==> config.mk <==
export PLATFORM = sky130hd
export DESIGN_NAME = spi_client_engine
export DESIGN_NICKNAME = d
export VERILOG_FILES = /design/src/rtl/spi_cl_pkg.sv /design/src/rtl/spi_cl_datapath.sv /design/src/rtl/spi_cl_ctrl.sv /design/src/rtl/spi_client_engine.sv
export SDC_FILE = /design/constraint.sdc
export NUM_CORES = 1
export LEC_CHECK = 0
export CAP_MARGIN = 30
export CORE_UTILIZATION = 46
export DETAILED_ROUTE_END_ITERATION = 8
export PLACE_DENSITY = 0.76
export SKIP_CTS_REPAIR_TIMING = 1
export SLEW_MARGIN = 20
export SYNTH_ARGS = -nofsm -noshare
export SYNTH_HDL_FRONTEND = slang
export SYNTH_HIERARCHICAL = 1
export SYNTH_SLANG_ARGS = --single-unit
==> constraint.sdc <==
create_clock -name clk -period 2.4 [get_ports clk]
set_clock_uncertainty 0.1 [all_clocks]
set_input_delay 0.24 -clock clk [delete_from_list [all_inputs] [get_ports clk]]
set_output_delay 0.24 -clock clk [all_outputs]
set_load 0.05 [all_outputs]
==> src/rtl/spi_cl_pkg.sv <==
package spi_cl_pkg;
  typedef struct packed {
    logic frameRst;
    logic sampleEn;
    logic shiftEn;
  } engStrobe_t;

  localparam logic [3:0] FMT_ADDR = 4'h2;
endpackage

==> src/rtl/spi_cl_datapath.sv <==
module spi_cl_datapath
  import spi_cl_pkg::*;
#(
  parameter int DATA_W = 8
) (
  input  logic              clk,
  input  logic              rstN,
  input  engStrobe_t        stb,
  input  logic              lsbFirst,
  input  logic              mosiS,
  input  logic              dropOut,
  input  logic [DATA_W-1:0] txData,
  output logic              miso,
  output logic              charDone,
  output logic [DATA_W-1:0] charByte
);
  localparam int CNT_W = $clog2(DATA_W);
  localparam logic [CNT_W-1:0] LAST = CNT_W'(DATA_W - 1);

  logic [DATA_W-1:0] rxShift, txShift, rxNext;
  logic [CNT_W-1:0]  bitCnt;
  logic              haveSample;

  always_comb begin
    if (lsbFirst) rxNext = {mosiS, rxShift[DATA_W-1:1]};
    else          rxNext = {rxShift[DATA_W-2:0], mosiS};
  end

  assign charDone = stb.sampleEn && (bitCnt == LAST);
  assign charByte = rxNext;
  assign miso     = dropOut ? 1'b1 : (lsbFirst ? txShift[0] : txShift[DATA_W-1]);

  always_ff @(posedge clk or negedge rstN) begin
    if (!rstN) begin
      rxShift    <= '0;
      txShift    <= '0;
      bitCnt     <= '0;
      haveSample <= 1'b0;
    end else if (stb.frameRst) begin
      rxShift    <= '0;
      txShift    <= txData;
      bitCnt     <= '0;
      haveSample <= 1'b0;
    end else if (stb.sampleEn) begin
      rxShift    <= rxNext;
      bitCnt     <= (bitCnt == LAST) ? '0 : bitCnt + 1'b1;
      haveSample <= 1'b1;
    end else if (stb.shiftEn && haveSample) begin
      haveSample <= 1'b0;
      if (bitCnt == '0)  txShift <= txData;
      else if (lsbFirst) txShift <= txShift >> 1;
      else               txShift <= txShift << 1;
    end
  end
endmodule

==> src/rtl/spi_cl_ctrl.sv <==
module spi_cl_ctrl
  import spi_cl_pkg::*;
#(
  parameter int DATA_W      = 8,
  parameter int SYNC_STAGES = 2
) (
  input  logic              clk,
  input  logic              rstN,
  input  logic              enable,
  input  logic              standby,
  input  logic              runStby,
  input  logic              cpol,
  input  logic              cpha,
  input  logic [3:0]        frameFmt,
  input  logic              immOvf,
  input  logic [DATA_W-1:0] addrValue,
  input  logic              sck,
  input  logic              mosi,
  input  logic              ssN,
  input  logic              rxRead,
  input  logic              ovfClr,
  input  logic              charDone,
  input  logic [DATA_W-1:0] charByte,
  output engStrobe_t        stb,
  output logic              mosiS,
  output logic              dropOut,
  output logic              misoEn,
  output logic [DATA_W-1:0] rxData,
  output logic              rxValid,
  output logic              ovfFlag
);
  logic [SYNC_STAGES-1:0] sckSync, mosiSync, ssSync;
  logic sckPrev, sckNow, sckRise, sckFall, leadEdge, trailEdge;
  logic active, selected, addrPhase, dropFrame, pendOvf, bufWrite, readNow;

  always_ff @(posedge clk or negedge rstN) begin
    if (!rstN) begin
      sckSync  <= '0;
      mosiSync <= '0;
      ssSync   <= '1;
      sckPrev  <= 1'b0;
    end else begin
      sckSync  <= {sckSync[SYNC_STAGES-2:0], sck};
      mosiSync <= {mosiSync[SYNC_STAGES-2:0], mosi};
      ssSync   <= {ssSync[SYNC_STAGES-2:0], ssN};
      sckPrev  <= sckNow;
    end
  end

  assign sckNow    = sckSync[SYNC_STAGES-1];
  assign mosiS     = mosiSync[SYNC_STAGES-1];
  assign sckRise   = sckNow & ~sckPrev;
  assign sckFall   = ~sckNow & sckPrev;
  assign leadEdge  = cpol ? sckFall : sckRise;
  assign trailEdge = cpol ? sckRise : sckFall;
  assign active    = enable && !(standby && !runStby);
  assign selected  = active && !ssSync[SYNC_STAGES-1];

  assign stb.frameRst = !selected;
  assign stb.sampleEn = selected && (cpha ? trailEdge : leadEdge);
  assign stb.shiftEn  = selected && (cpha ? leadEdge : trailEdge);

  assign misoEn   = selected;
  assign dropOut  = dropFrame;
  assign bufWrite = charDone && !addrPhase && !dropFrame;
  assign readNow  = rxRead && rxValid;

  always_ff @(posedge clk or negedge rstN) begin
    if (!rstN) begin
      addrPhase <= 1'b0;
      dropFrame <= 1'b0;
    end else if (!selected) begin
      addrPhase <= (frameFmt == FMT_ADDR);
      dropFrame <= 1'b0;
    end else if (charDone && addrPhase) begin
      addrPhase <= 1'b0;
      dropFrame <= (charByte != addrValue);
    end
  end

  always_ff @(posedge clk or negedge rstN) begin
    if (!rstN) begin
      rxData  <= '0;
      rxValid <= 1'b0;
      pendOvf <= 1'b0;
      ovfFlag <= 1'b0;
    end else begin
      if (bufWrite && rxValid && !readNow) begin
        if (immOvf) ovfFlag <= 1'b1;
        else        pendOvf <= 1'b1;
      end else if (bufWrite) begin
        rxData  <= charByte;
        rxValid <= 1'b1;
      end else if (readNow) begin
        rxValid <= 1'b0;
      end
      if (readNow && pendOvf && !immOvf) begin
        ovfFlag <= 1'b1;
        pendOvf <= 1'b0;
      end
      if (ovfClr) begin
        ovfFlag <= 1'b0;
        pendOvf <= 1'b0;
      end
    end
  end
endmodule

==> src/rtl/spi_client_engine.sv <==
module spi_client_engine
  import spi_cl_pkg::*;
#(
  parameter int DATA_W      = 8,
  parameter int SYNC_STAGES = 2
) (
  input  logic              clk,
  input  logic              rstN,
  input  logic              enable,
  input  logic              standby,
  input  logic              runStby,
  input  logic              cpol,
  input  logic              cpha,
  input  logic              lsbFirst,
  input  logic [3:0]        frameFmt,
  input  logic              immOvf,
  input  logic [DATA_W-1:0] addrValue,
  input  logic              sck,
  input  logic              mosi,
  input  logic              ssN,
  output logic              miso,
  output logic              misoEn,
  input  logic [DATA_W-1:0] txData,
  output logic [DATA_W-1:0] rxData,
  output logic              rxValid,
  input  logic              rxRead,
  output logic              ovfFlag,
  input  logic              ovfClr
);
  engStrobe_t        stb;
  logic              mosiS, dropOut, charDone;
  logic [DATA_W-1:0] charByte;

  spi_cl_ctrl #(.DATA_W(DATA_W), .SYNC_STAGES(SYNC_STAGES)) uCtrl (
    .clk(clk), .rstN(rstN), .enable(enable), .standby(standby),
    .runStby(runStby), .cpol(cpol), .cpha(cpha), .frameFmt(frameFmt),
    .immOvf(immOvf), .addrValue(addrValue), .sck(sck), .mosi(mosi),
    .ssN(ssN), .rxRead(rxRead), .ovfClr(ovfClr), .charDone(charDone),
    .charByte(charByte), .stb(stb), .mosiS(mosiS), .dropOut(dropOut),
    .misoEn(misoEn), .rxData(rxData), .rxValid(rxValid), .ovfFlag(ovfFlag)
  );

  spi_cl_datapath #(.DATA_W(DATA_W)) uPath (
    .clk(clk), .rstN(rstN), .stb(stb), .lsbFirst(lsbFirst), .mosiS(mosiS),
    .dropOut(dropOut), .txData(txData), .miso(miso), .charDone(charDone),
    .charByte(charByte)
  );
endmodule

# Yosys cells after proc, flatten, opt, wreduce, memory -nomap -nowiden
# Index checks and enable logic that the tools add are counted.
[word_totals]
register_bits = 40
latch_bits = 0
ramBits = 0
romBits = 0
output_inout_bits = 12
elab_cells = 94
mem_count = 0
[classes]
addsub = 1
multipliers = 0
div = 0
magnitude_cmp = 0
eq_ne = 9
shift = 0
muxes = 34
n_bitwise = 5
reduce_logical = 31
[ops]
columns = ["operator", "count"]
rows = [
  ["$mux W8", 8],
  ["$mux W1", 23],
  ["$logic_and A1 B1 Y1", 15],
  ["$reduce_and A2 Y1", 5],
  ["$mux W3", 3],
  ["$ne A8 B8 Y1", 1],
  ["$logic_not A1 Y1", 7],
  ["$ne A3 B1 Y1 const B", 2],
  ["$reduce_bool A3 Y1", 2],
  ["$eq A4 B2 Y1 const B", 1],
  ["$ne A2 B1 Y1 const B", 2],
  ["$ne A2 B2 Y1 const B", 2],
  ["$add A3 B1 Y3 const B", 1],
  ["$eq A3 B3 Y1 const B", 1],
  ["$logic_not A3 Y1", 1],
  ["$not A1 Y1", 3],
  ["$and A1 B1 Y1", 2],
  ["$reduce_bool A2 Y1", 1],
]

# Depth between registers and ports, before layout
[depth]
word_depth = 14
mapped_depth = 9

# Cells and area by module
# Netlist, hierarchy kept.
[by_module_without_submodules]
columns = ["module", "n_inst", "cells_each", "area_each_um2"]
rows = [
  ["spi_cl_datapath", 1, 116, 1246.2],
  ["spi_cl_ctrl", 1, 66, 879.6],
]

# Least setup slack after synthesis
# Ideal clock, no wire load.
[synth_timing]
kind = "register to register"
start = "reg uCtrl.ssSync[1]"
end = "reg uCtrl.rxData[0]"
t_arrival_ns = 2.152
required_time_ns = 2.175
path_slack_ns = 0.023
path_stages_with_launch = 9
period_less_slack_ns = 2.377
cell_sequence = "dfstp_2 -> nand3b_1 -> a21oi_1 -> buf_6 -> buf_2 -> and2_1 -> nor3b_4 -> nand2_4 -> mux2_2"
[synth_rtl]
columns = ["element", "line", "rtl"]
rows = [
  ["from (decl)", "spi_cl_ctrl.sv:32", "logic [SYNC_STAGES-1:0] sckSync, mosiSync, ssSync;"],
  ["from (signal assigned)", "spi_cl_ctrl.sv:45", "ssSync <= {ssSync[SYNC_STAGES-2:0], ssN};"],
  ["to (signal assigned)", "spi_cl_ctrl.sv:92", "rxData <= charByte;"],
  ["to (decl)", "spi_cl_ctrl.sv:28", "output logic [DATA_W-1:0] rxData,"],
]

==> summary.txt <==
Global route
  – Antenna violations before repair: 0
  – Vias in the first global route: 1,554
  – Grt total ovfl: 0
  – Largest net degree at the start of global routing: 41
  – First-pass GRT wire length: 7200 um
  – Tot GR Track Use: 18.3%

Timing
  – Setup TNS: 0 ns
  – Final worst path period need: 2.04 ns
  – Final Hold Violating Endpoints: 0
  – FMAX: 0.489 GHz
  – Period utilization: 85.1%
  – Least-Margin Pin Slew: 0.504 ns
  – RSZ-0062 raised after global routing: no
  – Hold Slack: 0.251 ns
  – Max-slew headroom: 66.3%
  – Final setup viols: 0
  – Max-slew violation count: 0

Power
  – VDD IR max: 346 uV
  – P per Cell Area: 478 nW/um2
  – Design Power: 1310 uW
  – Leakage power: 0.00116 uW

Yosys
  – Commonest cells post-synth: dfrtp_1, nor2_1, a21oi_1, mux2i_1, nor2b_1
  – Syn Inst Count: 182
  – Synth Flop Type: dfrtp_1
  – #FFs+latches synth: 40
  – Syn Std Cell Area: 2130 um2
  – Register area share after synthesis: 47.2%
  – Async SR Flop Fraction: 100%
  – Area leader, netlist: dfrtp_1
  – Most frequent cell after synthesis: dfrtp_1
  – Yosys cell types: 41
  – Syn nets: 219
  – Top cells by area, synth: dfrtp_1, mux2i_1, mux2_4, a2111oi_2, mux2_2
  – Yosys top cell area share: 44.7%
  – Mapped Avg Cell Area: 11.7 um2
  – YS warnings: 6
  – Post-synth EDFFs: 0

Clock tree
  – Clk_lat worst skew: 0.29 ns
  – CTS tree: built
  – CTS Buffer Depth: 2
  – Num CTS Buffers: 5
  – Root buffer cell: clkbuf_8
  – H-tree lvl count: 2
  – Count of clock tree sinks: 40
  – Worst-path clk slew: 0.08 ns

Place
  – RePlAce Congestion: 0.798
  – # port buffers: 45
  – Dpl hpwl: 2990 um

Routing
  – Drc violations: 0
  – Vias per inst: 5.38
  – Antenna-violating nets left: 0
  – Drt wl/cell: 14.6 um
  – DR vias: 1,545
  – Drt pass-1 iters: 4
  – Total wire length: 4190 um
  – Number of DRC markers in iteration 0: 129

Setup path
  – Cell chain of the critical path: clkdlybuf4s50_1, xnor2_1, nand2_1, a21oi_1, and2_1, nor3b_4, nand2_4, mux2_2
  – RR Startpoint: uCtrl/ssSync[1]
  – Slowest cell on crit path: clkdlybuf4s50_1
  – Reg2Reg Depth: 6
  – Register-to-register setup slack: 0.41 ns
  – Critical Path RT: 2.48 ns
  – Crit. End Element: register
  – Reg2Reg Capture Point: uPath/txShift[1]
  – Critical path's largest stage delay: 0.41 ns
  – CP Launch Type: input port
  – CP Class: in2reg
  – Max FO, Critical Path: 8
  – Worst Path Arrival: 2.12 ns

Finish
  – # fillers: 368
  – Diode count: 0
  – Final core occ: 62.7%
  – Ratio of cells with drive above 1 in the final layout: 20.4%
  – Layout area overhead: 29.3%
  – Final nets: 272

Job
  – MaxCap Viol Count: 0

Worst hold path
  – Hold Path End: uCtrl/sckSync[1]
  – Min-Delay Path Class: reg2reg
  – Min-delay src: uCtrl/sckSync[0]
  – Hold Path Depth: 0

Floorplanning
  – Die Y: 70.0 um
  – Num rows: 24
  – Chip width: 70.0 um
  – Die Area: 4900 um2
  – Core area: 4380 um2
  – Initial core utilization: 48.5%
  – I/O pins: 46

Run status
  – Status: complete, no violations
## per-stage QoR
step,setup WS [ns],cell area (um2),instances
floorplan,0.0229,2130,182
global route,0.158,2750,287
CTS,0.333,2720,285
global placement,0.0924,2640,278
detailed placement,0.0391,2640,278
finish,0.357,2750,287
## routing by layer
metal  vias up  track usage (%)  wire [um]  part of all wire [%]
met4         0             4.00         27                  0.64
met5         -                0          0                     0
li1        756                -          -                     -
met3         4             4.91        190                   4.5
met1       754             23.9       1990                    47
met2        31             30.6       1990                    47
## how the worst max path moves through the flow
| stage | start | end | slack [ns] | depth (start not counted) |
|---|---|---|---|---|
| after floorplan | uCtrl/ssSync[1] | uCtrl/rxData[0] | 0.02 | 8 |
| after global placement | cpol | uCtrl/rxData[1] | 0.09 | 8 |
| after detailed placement | cpol | uCtrl/rxData[3] | 0.04 | 8 |
| after CTS | cpol | uCtrl/rxData[2] | 0.33 | 8 |
| after global routing | cpol | uCtrl/rxData[2] | 0.16 | 8 |
| final | cpol | uCtrl/rxData[6] | 0.36 | 8 |
## sequential cells by signal, summed over array words and instances, names as in the netlist
register,flops
uCtrl/rxValid,1
uCtrl/sckPrev,1
uCtrl/ovfFlag,1
uPath/txShift,8
uCtrl/pendOvf,1
uCtrl/sckSync,2
uPath/haveSample,1
uCtrl/addrPhase,1
uCtrl/mosiSync,2
uPath/rxShift,8
uCtrl/ssSync,2
uCtrl/rxData,8
uPath/bitCnt,3
uCtrl/dropOut,1
## kinds of logic after synthesis
| kind of cell | share of synthesized area, % |
|---|---|
| mux | 15.5 |
| compound gates | 11.6 |
| xor+xnor | 3.71 |
| buf+inv | 3.65 |
| flops | 47.2 |
| simple gates | 16.5 |
| fa+ha+maj | 1.77 |
## worst max-delay path, delay by kind of cell
kind	cells	cell delay (ns)
AND/OR/NAND/NOR	4	0.68
buffers and inverters	1	0.41
multiplexers	1	0.30
XOR/XNOR	1	0.29
AO/OA/AOI/OAI	1	0.20
## cell usage in the layout, fill, tap and decap left out, types with 2 or more instances in the layout
cell type / count
nand3_1: 6
mux2_2: 8
nor2b_1: 10
dfstp_2: 2
clkbuf_8: 5
xnor2_1: 2
nor2_1: 13
ha_1: 3
nand2b_1: 6
nand2_1: 2
a21oi_1: 12
a31oi_1: 4
mux2i_1: 12
inv_1: 4
o21ai_1: 2
a2111oi_2: 6
buf_4: 8
nand3b_1: 3
o31ai_1: 6
xor2_1: 7
dfrtp_1: 38
nor3_1: 3
mux2_4: 8
buf_12: 2
clkdlybuf4s50_1: 42
nand4b_1: 2
## power breakdown
part,internal (uW),total (uW),switching (uW)
clock network,197,427,230
registers,693,708,14.5
logic,96.7,179,82.0
total,987,1310,326
## layout make-up
class | instances | area [um2] | area share, %
clock buffer | 5 | 68.8 | 2.50
clock inverter | 2 | 12.5 | 0.455
inverter | 5 | 18.8 | 0.683
multi-input combinational | 129 | 1040 | 38.0
sequential | 40 | 1000 | 36.5
tap | 52 | 65.1 | 2.37
timing repair buffer | 54 | 536 | 19.5
No activity file was read; power rests on OpenSTA's default activity.
